`src/rtl/rs_pkg.sv`:
```
package rs_pkg;

   localparam int unsigned CODE_W    = 4;
   localparam int unsigned RANGE_W   = 2;
   localparam int unsigned ORDER_W   = 3;
   localparam int unsigned N_RAILS   = 3;
   localparam int unsigned MAX_STAGE = 120;   // largest code times largest step

   typedef enum logic [3:0] {
      S_IDLE, S_UP0, S_UP1, S_UP2, S_ON, S_HOLD, S_DN0, S_DN1, S_DN2
   } seq_state_e;

   typedef enum logic [1:0] {
      PH_OFF = 2'd0, PH_UP = 2'd1, PH_ON = 2'd2, PH_DN = 2'd3
   } phase_e;

   // wait length in ticks for one code under the shared range select
   function automatic logic [7:0] stage_ticks(input logic [CODE_W-1:0] code,
                                              input logic [RANGE_W-1:0] sel);
      logic [3:0] step;
      step = {1'b0, sel, 1'b0} + 4'd2;
      return 8'(code * step);
   endfunction

   // rail dropped at position pos of the selected power-down permutation
   function automatic logic [1:0] drop_rail(input logic [ORDER_W-1:0] ord,
                                            input int unsigned pos);
      logic [5:0] seq;   // {third, second, first}
      case (ord)
         3'd1:    seq = {2'd1, 2'd0, 2'd2};
         3'd2:    seq = {2'd0, 2'd2, 2'd1};
         3'd3:    seq = {2'd2, 2'd0, 2'd1};
         3'd4:    seq = {2'd1, 2'd2, 2'd0};
         3'd5:    seq = {2'd2, 2'd1, 2'd0};
         default: seq = {2'd0, 2'd1, 2'd2};
      endcase
      return seq[pos*2 +: 2];
   endfunction

endpackage

```
`src/rtl/rs_tick_div.sv`:
```
module rs_tick_div #(
   parameter int CYC_PER_TICK = 125000
) (
   input  logic clk_i,
   input  logic rst_ni,
   input  logic clear_i,
   input  logic run_i,
   output logic tick_o
);

   if (CYC_PER_TICK < 1) begin : g_bad_div
      $error("CYC_PER_TICK must be at least 1");
   end

   generate
      if (CYC_PER_TICK == 1) begin : g_pass
         logic unused_clear;
         assign unused_clear = clear_i ^ clk_i ^ rst_ni;
         assign tick_o = run_i;
      end else begin : g_count
         localparam int DIV_W = $clog2(CYC_PER_TICK);
         localparam logic [DIV_W-1:0] LAST = DIV_W'(CYC_PER_TICK - 1);
         logic [DIV_W-1:0] div_q;

         always_ff @(posedge clk_i or negedge rst_ni) begin
            if (!rst_ni)            div_q <= '0;
            else if (clear_i)       div_q <= '0;
            else if (run_i) begin
               if (div_q == LAST)   div_q <= '0;
               else                 div_q <= div_q + 1'b1;
            end
         end

         assign tick_o = run_i && (div_q == LAST);
      end
   endgenerate

endmodule

```
`src/rtl/rs_stage_timer.sv`:
```
module rs_stage_timer #(
   parameter int CYC_PER_TICK = 125000,
   parameter int EXTRA_CYC    = 50000,
   parameter int TICK_W       = 7
) (
   input  logic              clk_i,
   input  logic              rst_ni,
   input  logic              start_i,
   input  logic              extra_i,
   input  logic [TICK_W-1:0] target_i,
   output logic              expired_o
);

   if (EXTRA_CYC < 0) begin : g_bad_extra
      $error("EXTRA_CYC must not be negative");
   end
   if (TICK_W < 1) begin : g_bad_w
      $error("TICK_W must be at least 1");
   end

   logic              running_q;
   logic              pre_done;
   logic              tick;
   logic              count_en;
   logic [TICK_W-1:0] tick_cnt_q;
   logic [TICK_W-1:0] target_q;

   // fixed pre-delay ahead of the tick count, present only when configured
   generate
      if (EXTRA_CYC == 0) begin : g_no_pre
         logic unused_extra;
         assign unused_extra = extra_i;
         assign pre_done = 1'b1;
      end else begin : g_pre
         localparam int PRE_W = $clog2(EXTRA_CYC + 1);
         logic [PRE_W-1:0] pre_q;

         always_ff @(posedge clk_i or negedge rst_ni) begin
            if (!rst_ni)            pre_q <= '0;
            else if (start_i)       pre_q <= extra_i ? PRE_W'(EXTRA_CYC) : '0;
            else if (pre_q != '0)   pre_q <= pre_q - 1'b1;
         end

         assign pre_done = (pre_q == '0);
      end
   endgenerate

   assign count_en = running_q && pre_done && (tick_cnt_q != target_q);

   rs_tick_div #(.CYC_PER_TICK(CYC_PER_TICK)) div_i (
      .clk_i   (clk_i),
      .rst_ni  (rst_ni),
      .clear_i (start_i),
      .run_i   (count_en),
      .tick_o  (tick)
   );

   always_ff @(posedge clk_i or negedge rst_ni) begin
      if (!rst_ni) begin
         running_q  <= 1'b0;
         tick_cnt_q <= '0;
         target_q   <= '0;
      end else if (start_i) begin
         running_q  <= 1'b1;
         tick_cnt_q <= '0;
         target_q   <= target_i;
      end else if (tick) begin
         tick_cnt_q <= tick_cnt_q + 1'b1;
      end
   end

   assign expired_o = running_q && pre_done && (tick_cnt_q == target_q);

endmodule

```
`src/rtl/rail_seq_ctrl.sv`:
```
module rail_seq_ctrl
   import rs_pkg::*;
#(
   parameter int CYC_PER_TICK = 125000,
   parameter int EXTRA_CYC    = 50000,
   parameter int SETTLE_TICKS = 120
) (
   input  logic        clk_i,
   input  logic        rst_ni,
   input  logic        en_i,
   input  logic [11:0] up_code_i,
   input  logic [11:0] dn_code_i,
   input  logic [1:0]  range_sel_i,
   input  logic [2:0]  dn_order_i,
   output logic [2:0]  rail_o,
   output logic [1:0]  phase_o
);

   localparam int MAX_TICKS = (SETTLE_TICKS > int'(MAX_STAGE)) ? SETTLE_TICKS : int'(MAX_STAGE);
   localparam int TICK_W    = $clog2(MAX_TICKS + 1);

   if (SETTLE_TICKS < 0) begin : g_bad_settle
      $error("SETTLE_TICKS must not be negative");
   end
   if (N_RAILS * CODE_W != 12) begin : g_bad_codes
      $error("code buses must hold one code per rail");
   end

   seq_state_e           st_q, st_d;
   logic                 abort_q, abort_d;
   logic [ORDER_W-1:0]   ord_q, ord_d;
   logic                 start, extra, expired;
   logic [TICK_W-1:0]    tgt;
   logic [N_RAILS-1:0]   set_v, clr_v, rail_q;
   logic [TICK_W-1:0]    up_ticks [N_RAILS];
   logic [TICK_W-1:0]    dn_ticks [N_RAILS];
   logic [1:0]           drop_idx [N_RAILS];

   // per-stage wait lengths and the latched drop permutation
   for (genvar k = 0; k < N_RAILS; k++) begin : g_stage
      assign up_ticks[k] = TICK_W'(stage_ticks(up_code_i[k*CODE_W +: CODE_W], range_sel_i));
      assign dn_ticks[k] = TICK_W'(stage_ticks(dn_code_i[k*CODE_W +: CODE_W], range_sel_i));
      assign drop_idx[k] = drop_rail(ord_q, k);
   end

   rs_stage_timer #(
      .CYC_PER_TICK (CYC_PER_TICK),
      .EXTRA_CYC    (EXTRA_CYC),
      .TICK_W       (TICK_W)
   ) timer_i (
      .clk_i     (clk_i),
      .rst_ni    (rst_ni),
      .start_i   (start),
      .extra_i   (extra),
      .target_i  (tgt),
      .expired_o (expired)
   );

   always_comb begin
      st_d    = st_q;
      abort_d = abort_q;
      ord_d   = ord_q;
      start   = 1'b0;
      extra   = 1'b0;
      tgt     = '0;
      set_v   = '0;
      clr_v   = '0;
      case (st_q)
         S_IDLE: if (en_i) begin
            st_d = S_UP0; start = 1'b1; extra = 1'b1; tgt = up_ticks[0];
         end
         S_UP0: begin
            if (!en_i) begin
               st_d = S_IDLE;
            end else if (expired) begin
               set_v[0] = 1'b1; st_d = S_UP1; start = 1'b1; tgt = up_ticks[1];
            end
         end
         S_UP1: begin
            if (!en_i && !abort_q) begin
               abort_d = 1'b1; start = 1'b1; tgt = up_ticks[1];
            end else if (expired) begin
               set_v[1] = 1'b1; st_d = S_UP2; start = 1'b1; tgt = up_ticks[2];
            end
         end
         S_UP2: begin
            if (!en_i && !abort_q) begin
               abort_d = 1'b1; start = 1'b1; tgt = up_ticks[2];
            end else if (expired) begin
               set_v[2] = 1'b1;
               if (abort_q) begin
                  st_d = S_HOLD; start = 1'b1; tgt = TICK_W'(SETTLE_TICKS);
               end else begin
                  st_d = S_ON;
               end
            end
         end
         S_ON: if (!en_i) begin
            st_d = S_DN0; start = 1'b1; extra = 1'b1; tgt = dn_ticks[0]; ord_d = dn_order_i;
         end
         S_HOLD: if (expired) begin
            abort_d = 1'b0; st_d = S_DN0; start = 1'b1; extra = 1'b1;
            tgt = dn_ticks[0]; ord_d = dn_order_i;
         end
         S_DN0: if (expired) begin
            clr_v[drop_idx[0]] = 1'b1; st_d = S_DN1; start = 1'b1; tgt = dn_ticks[1];
         end
         S_DN1: if (expired) begin
            clr_v[drop_idx[1]] = 1'b1; st_d = S_DN2; start = 1'b1; tgt = dn_ticks[2];
         end
         S_DN2: if (expired) begin
            clr_v[drop_idx[2]] = 1'b1; st_d = S_IDLE; abort_d = 1'b0;
         end
         default: st_d = S_IDLE;
      endcase
   end

   always_ff @(posedge clk_i or negedge rst_ni) begin
      if (!rst_ni) begin
         st_q    <= S_IDLE;
         abort_q <= 1'b0;
         ord_q   <= '0;
      end else begin
         st_q    <= st_d;
         abort_q <= abort_d;
         ord_q   <= ord_d;
      end
   end

   // one flag register per rail
   for (genvar r = 0; r < N_RAILS; r++) begin : g_rail
      always_ff @(posedge clk_i or negedge rst_ni) begin
         if (!rst_ni)        rail_q[r] <= 1'b0;
         else if (set_v[r])  rail_q[r] <= 1'b1;
         else if (clr_v[r])  rail_q[r] <= 1'b0;
      end
   end

   always_comb begin
      case (st_q)
         S_UP0, S_UP1, S_UP2:         phase_o = PH_UP;
         S_ON:                        phase_o = PH_ON;
         S_HOLD, S_DN0, S_DN1, S_DN2: phase_o = PH_DN;
         default:                     phase_o = PH_OFF;
      endcase
   end

   assign rail_o = rail_q;

endmodule

```
`config.mk`:
```
export PLATFORM = sky130hd
export DESIGN_NAME = rail_seq_ctrl
export DESIGN_NICKNAME = d
export VERILOG_FILES = /design/src/rtl/rs_pkg.sv /design/src/rtl/rs_tick_div.sv /design/src/rtl/rs_stage_timer.sv /design/src/rtl/rail_seq_ctrl.sv
export SDC_FILE = /design/constraint.sdc
export NUM_CORES = 1
export LEC_CHECK = 0
export BUFFER_PORTS_ARGS = -buffer_cell sky130_fd_sc_hd__buf_4
export CORE_AREA = 2 2 103 125
export CTS_CLUSTER_DIAMETER = 120
export DETAILED_ROUTE_END_ITERATION = 8
export DIE_AREA = 0 0 105 127
export PLACE_DENSITY = 0.71
export SLEW_MARGIN = 40
export SYNTH_ARGS = -nofsm -noshare
export SYNTH_HDL_FRONTEND = slang
export SYNTH_HIERARCHICAL = 1
export SYNTH_SLANG_ARGS = --single-unit
```
`constraint.sdc`:
```
create_clock -name clk_i -period 3.61 [get_ports clk_i]
set_clock_uncertainty 0.1 [all_clocks]
set_input_delay 0.5415 -clock clk_i [delete_from_list [all_inputs] [get_ports clk_i]]
set_output_delay 0.5415 -clock clk_i [all_outputs]
set_load 0.01 [all_outputs]
```
# Word-level counts from Yosys, hierarchy flattened
# Memories as Yosys holds them, arrays and structs flattened.
# Index checks and enable logic that the tools add are counted.
# totals
reg_bits	59
mem_bits_ro	32
out_inout_bits	5
n_memories	1
# classes
addsub	4
multipliers	6
n_lt_le_gt_ge	6
n_eq_ne	29
n_mux	72
reduce_logical	27
# memory_table
memory	words	word_bits	rd	rd_ports_with_merged_regs	write_ports	line_no	rtl
(name not given)	16	2	1	0	0	rail_seq_ctrl.sv:140	case (st_q)
# op_table
cell	n
7-bit two-way mux	14
7-bit one-hot mux with 8 select lines	1
17-bit two-way mux	3
16-bit two-way mux	3
4-bit two-way mux	12
4-bit by 4-bit multiplier with 7-bit output	6
4-bit one-hot mux with 9 select lines	1
6-bit one-hot mux with 5 select lines	1
1-bit two-way mux	24
2-bit != test (second input constant)	10
17-bit by 1-bit adder with 17-bit output (second input constant)	1
17-bit == test (second input constant)	1
4-bit by 3-bit == test with 1-bit output (second input constant)	4
16-bit logical NOT	1
16-bit nonzero test	1
2-bit nonzero test	8
16-bit by 1-bit subtractor with 16-bit output (second input constant)	1
3-bit two-way mux	5
11-bit AND reduction	1
2-bit by 3-bit less-than comparator with 1-bit output (second input constant)	3
3-bit one-hot mux with 3 select lines	1
4-bit by 2-bit == test with 1-bit output (second input constant)	2
1-bit logical AND	8
7-bit by 1-bit adder with 7-bit output (second input constant)	1
other kinds (21)	31

# Longest topological paths before layout
# depth
depth_word	10
depth_mapped	16

# Modules after synthesis
# The synthesis kept the hierarchy.
# modules_own_cells
mod	n_inst	cells_per_inst	area_each_um2	seq_area_each_um2
rail_seq_ctrl	1	354	2758.9	275.3
rs_stage_timer	1	152	1632.8	775.7
rs_tick_div	1	105	975.9	425.4

# Worst setup path before layout
# No wires, ideal clock.
# synth_timing
path_kind	input to register
startpoint	in range_sel_i[0]
endpoint	reg timer_i.target_q[5]
arrival_time_ns	3.773
required_ns	3.385
path_slack_ns	-0.388
path_stages	14
path_buffers	2
path_cell_list	ha_1 -> clkbuf_1 -> clkbuf_1 -> nand2_1 -> fa_1 -> inv_1 -> ha_1 -> ha_1 -> inv_1 -> fa_1 -> nand2b_1 -> o221ai_1 -> or4_1 -> mux2_2
# synth_via
elab_chain_cells	5
word_cells_on_any_way	18
classes_between	add/sub (1); mul (6); mux (11)
# synth_lines
element	line_no	rtl
from (decl)	rail_seq_ctrl.sv:13	input logic [1:0] range_sel_i,
3-bit by 2-bit adder with 4-bit output *	rs_pkg.sv:21	step = {1'b0, sel, 1'b0} + 4'd2;
4-bit by 4-bit multiplier with 7-bit output	rs_pkg.sv:22	return 8'(code * step);
7-bit two-way mux, on equally long branches	rail_seq_ctrl.sv:82, rail_seq_ctrl.sv:75	
7-bit two-way mux, on equally long branches	rail_seq_ctrl.sv:80, rail_seq_ctrl.sv:73	
7-bit one-hot mux with 8 select lines *	rail_seq_ctrl.sv:68	case (st_q)
named net tgt[5]	rail_seq_ctrl.sv:33	logic [TICK_W-1:0] tgt;
to (signal assigned)	rs_stage_timer.sv:66	target_q <= target_i;
to (decl)	rs_stage_timer.sv:26	logic [TICK_W-1:0] target_q;
# The timed path passes the listed nets; every way through them passes the cells marked *.
# A chain may end at the register's enable or synchronous reset.

# Worst setup path after layout
# layout_timing
startpoint	in range_sel_i[0]
endpoint	reg timer_i.target_q[6]
# The elaborated chain is that of the path after synthesis.

==> impl_metrics.env <==
export IMPL_total_power_mw=3.20
export IMPL_required_ns=3.73
export IMPL_reg2reg_depth=12
export IMPL_grt_first_pass_wirelength_um=21000
export IMPL_die_h_um=127
export IMPL_cts_tree="done"
export IMPL_die_area_um2=13300
export IMPL_cap_violations=0
export IMPL_synth_area_um2=5370
export IMPL_first_global_vias=4467
export IMPL_synth_cells=611
export IMPL_io_pins=37
export IMPL_cp_arrival_ns=3.53
export IMPL_post_route_util_pct=51.0
export IMPL_grt_max_degree=60
export IMPL_timing_rr_end="timer_i/div_i/g_count.div_q[12]$_DFFE_PN0P_"
export IMPL_clk_path_buf_depth=2
export IMPL_setup_tns_ns=0
export IMPL_rsz0062_at_grt="false"
export IMPL_worstHoldPathType="in2async"
export IMPL_postCtsHoldBufs=0
export IMPL_leakage_nw=2.74
export IMPL_num_rows=44
export IMPL_layout_drive_gt1_share_pct=16.3
export IMPL_ys_ff_latch=59
export IMPL_r2r_start="timer_i/g_pre.pre_q[3]$_DFFE_PN0P_"
export IMPL_cts_made_buffers=9
export IMPL_synth_flop_cell="dfrtp_1"
export IMPL_synth_edff_count=0
export IMPL_layout_commonest_cell="nand2_1"
export IMPL_clk_pin_slew_ns=0.06
export IMPL_fin_crit_ns=3.41
export IMPL_worstPathMaxFanout=12
export IMPL_n_fill_cell=1169
export IMPL_fin_cells=813
export IMPL_drt_total_wl_um=12100
export IMPL_tightest_slew_ns=0.685
export IMPL_antenna_cells=0
export IMPL_final_antenna_net_count=0
export IMPL_start_util_pct=44.7
export IMPL_final_nets=739
export IMPL_syn_avg_cell_area_um2=8.79
export IMPL_clkLatencyLatePin_ns=0.33
export IMPL_vias_per_cell=5.58
export IMPL_dp_hpwl_um=8990
export IMPL_yosys_warnings=6
export IMPL_placed_cells=797
export IMPL_async_flop_share_pct=100
export IMPL_track_usage_pct=19.1
export IMPL_fin_ws_ns=0.204
export IMPL_mostFrequentLayoutCells="nand2_1, dfrtp_1, inv_1"
export IMPL_gp_congestion=0.893
export IMPL_core_area_um2=12000
export IMPL_reg2reg_slack_ns=0.26
export IMPL_drt_pass1_iter_count=5
export IMPL_crit_start="range_sel_i[0]"
export IMPL_cts_htree_levels=3
export IMPL_finalSetupViolations=0
export IMPL_fin_crit_sh_pct=94.4
export IMPL_antenna_found_initial=0
export IMPL_grt_ovfl_total=0
export IMPL_port_buffers=36
export IMPL_maxSlewHeadroom_pct=54.4
export IMPL_syn_to_final_growth_pct=14.1
export IMPL_clock_sinks=59
export IMPL_wl_per_cell_um=14.9
export IMPL_power_per_cell_area_nw_per_um2=522
export IMPL_ys_seq_area_share_pct=27.5
export IMPL_via_count=4533
export IMPL_worstSetupPathType="in2reg"
export IMPL_drc_errors=0
export IMPL_first_iter_violations=382
export IMPL_vdd_drop_max_uv=354
export IMPL_synthesis_nets=703
export IMPL_cts_root_buf="clkbuf_16"
export IMPL_cp_endpoint="timer_i/target_q[6]$_DFFE_PN0P_"
export IMPL_cp_end_kind="flop"
export IMPL_hold_violations=0
export IMPL_synth_cell_types=81
export IMPL_final_max_slew_viol_count=0
export IMPL_fmax_mhz=294
export IMPL_fp_dieW_um=105
export IMPL_outcome="finished clean"
export IMPL_dp_slack_ns=-0.148
export IMPL_cp_start_kind="input port"
-- final cells by class --
type                    count  area, um^2  area share (%)
multi-input cells         469        3540            57.8
flip-flops and latches     59        1480            24.1
repair buffers             52         394            6.44
clock buffers               9         225            3.68
inverters                  56         210            3.43
well taps                 161         201            3.29
clock inverters             7        76.3            1.25
-- power breakdown --
group          internal, mW  switching (mW)  total (mW)
Sequential            0.816           0.252        1.07
Combinational         0.591           0.677        1.27
Clock                 0.537           0.323       0.860
-- cell families after synthesis --
kind of cell    count (synthesis)  synth area share [%]
compound gates                101                  13.1
xor+xnor                       45                  7.34
fa+ha+maj                      60                  16.5
buf+inv                        83                  6.99
flops                          59                  27.5
mux                            12                  2.47
other cells                     1                0.0699
simple gates                  250                  26.0
-- stage by stage --
step	hold WS (ns)	area, um^2
finish	0.0701	6120
floorplan	0.146	5410
detailed placement	0.353	5810
CTS	0.207	6110
global route	0.121	6120
global placement	0.351	5810
-- worst min-delay path by stage --
stage | startpoint | to | slack (ns)
4_1_cts | rst_ni | timer_i/div_i/g_count.div_q[5]$_DFFE_PN0P_ | 0.21
2_1_floorplan | rst_ni | abort_q$_DFFE_PN0P_ | 0.15
3_5_place_dp | timer_i/running_q$_DFFE_PN0P_ | timer_i/running_q$_DFFE_PN0P_ | 0.35
5_1_grt | rst_ni | timer_i/div_i/g_count.div_q[5]$_DFFE_PN0P_ | 0.12
3_3_place_gp | timer_i/running_q$_DFFE_PN0P_ | timer_i/running_q$_DFFE_PN0P_ | 0.35
6_report | rst_ni | timer_i/div_i/g_count.div_q[13]$_DFFE_PN0P_ | 0.07
-- cells in the mapped netlist (all sizes together) (14+ instances only) --
| master | number | area [um^2] |
|---|---|---|
| inv | 56 | 210 |
| dfrtp | 59 | 1480 |
| nor2 | 36 | 148 |
| a21oi | 18 | 93.8 |
| fa | 18 | 360 |
| ha | 42 | 526 |
| nand2 | 72 | 270 |
| xor2 | 18 | 158 |
| buf | 14 | 86.3 |
| xnor2 | 27 | 236 |
| o21ai | 25 | 125 |
| or4 | 14 | 113 |
| and2 | 22 | 138 |
| nand2b | 18 | 113 |
-- state kept, by name, indices dropped and copies added, names as in the netlist --
signal,count
timer_i/div_i/g_count.div_q,17
timer_i/g_pre.pre_q,16
timer_i/target_q,7
timer_i/tick_cnt_q,7
st_q,4
ord_q,3
rail_o,3
abort_q,1
timer_i/running_q,1
-- layer usage --
metal | GRT usage, % | part of all wire, %
met1 | 23.2 | 42
met2 | 34.0 | 52
met3 | 2.91 | 3.3
met4 | 7.22 | 2.3
met5 | 0 | 0
-- timing repair --
item	CTS	global route
buffers inserted	0	0
setup endpoints to repair	0	1
endpoints found under the hold margin	0	0
gates resized for setup	0	1
-- critical path: stages --
cell,delay (ns)
buf_4,0.12
ha_4,0.34
nand2_1,0.09
fa_1,0.50
inv_1,0.04
ha_1,0.27
ha_1,0.14
inv_1,0.04
fa_1,0.37
xor2_1,0.16
xnor2_1,0.14
xnor2_1,0.13
a22oi_1,0.22
nand4_1,0.13
mux2_2,0.27
(Power assumes the default switching activity.)
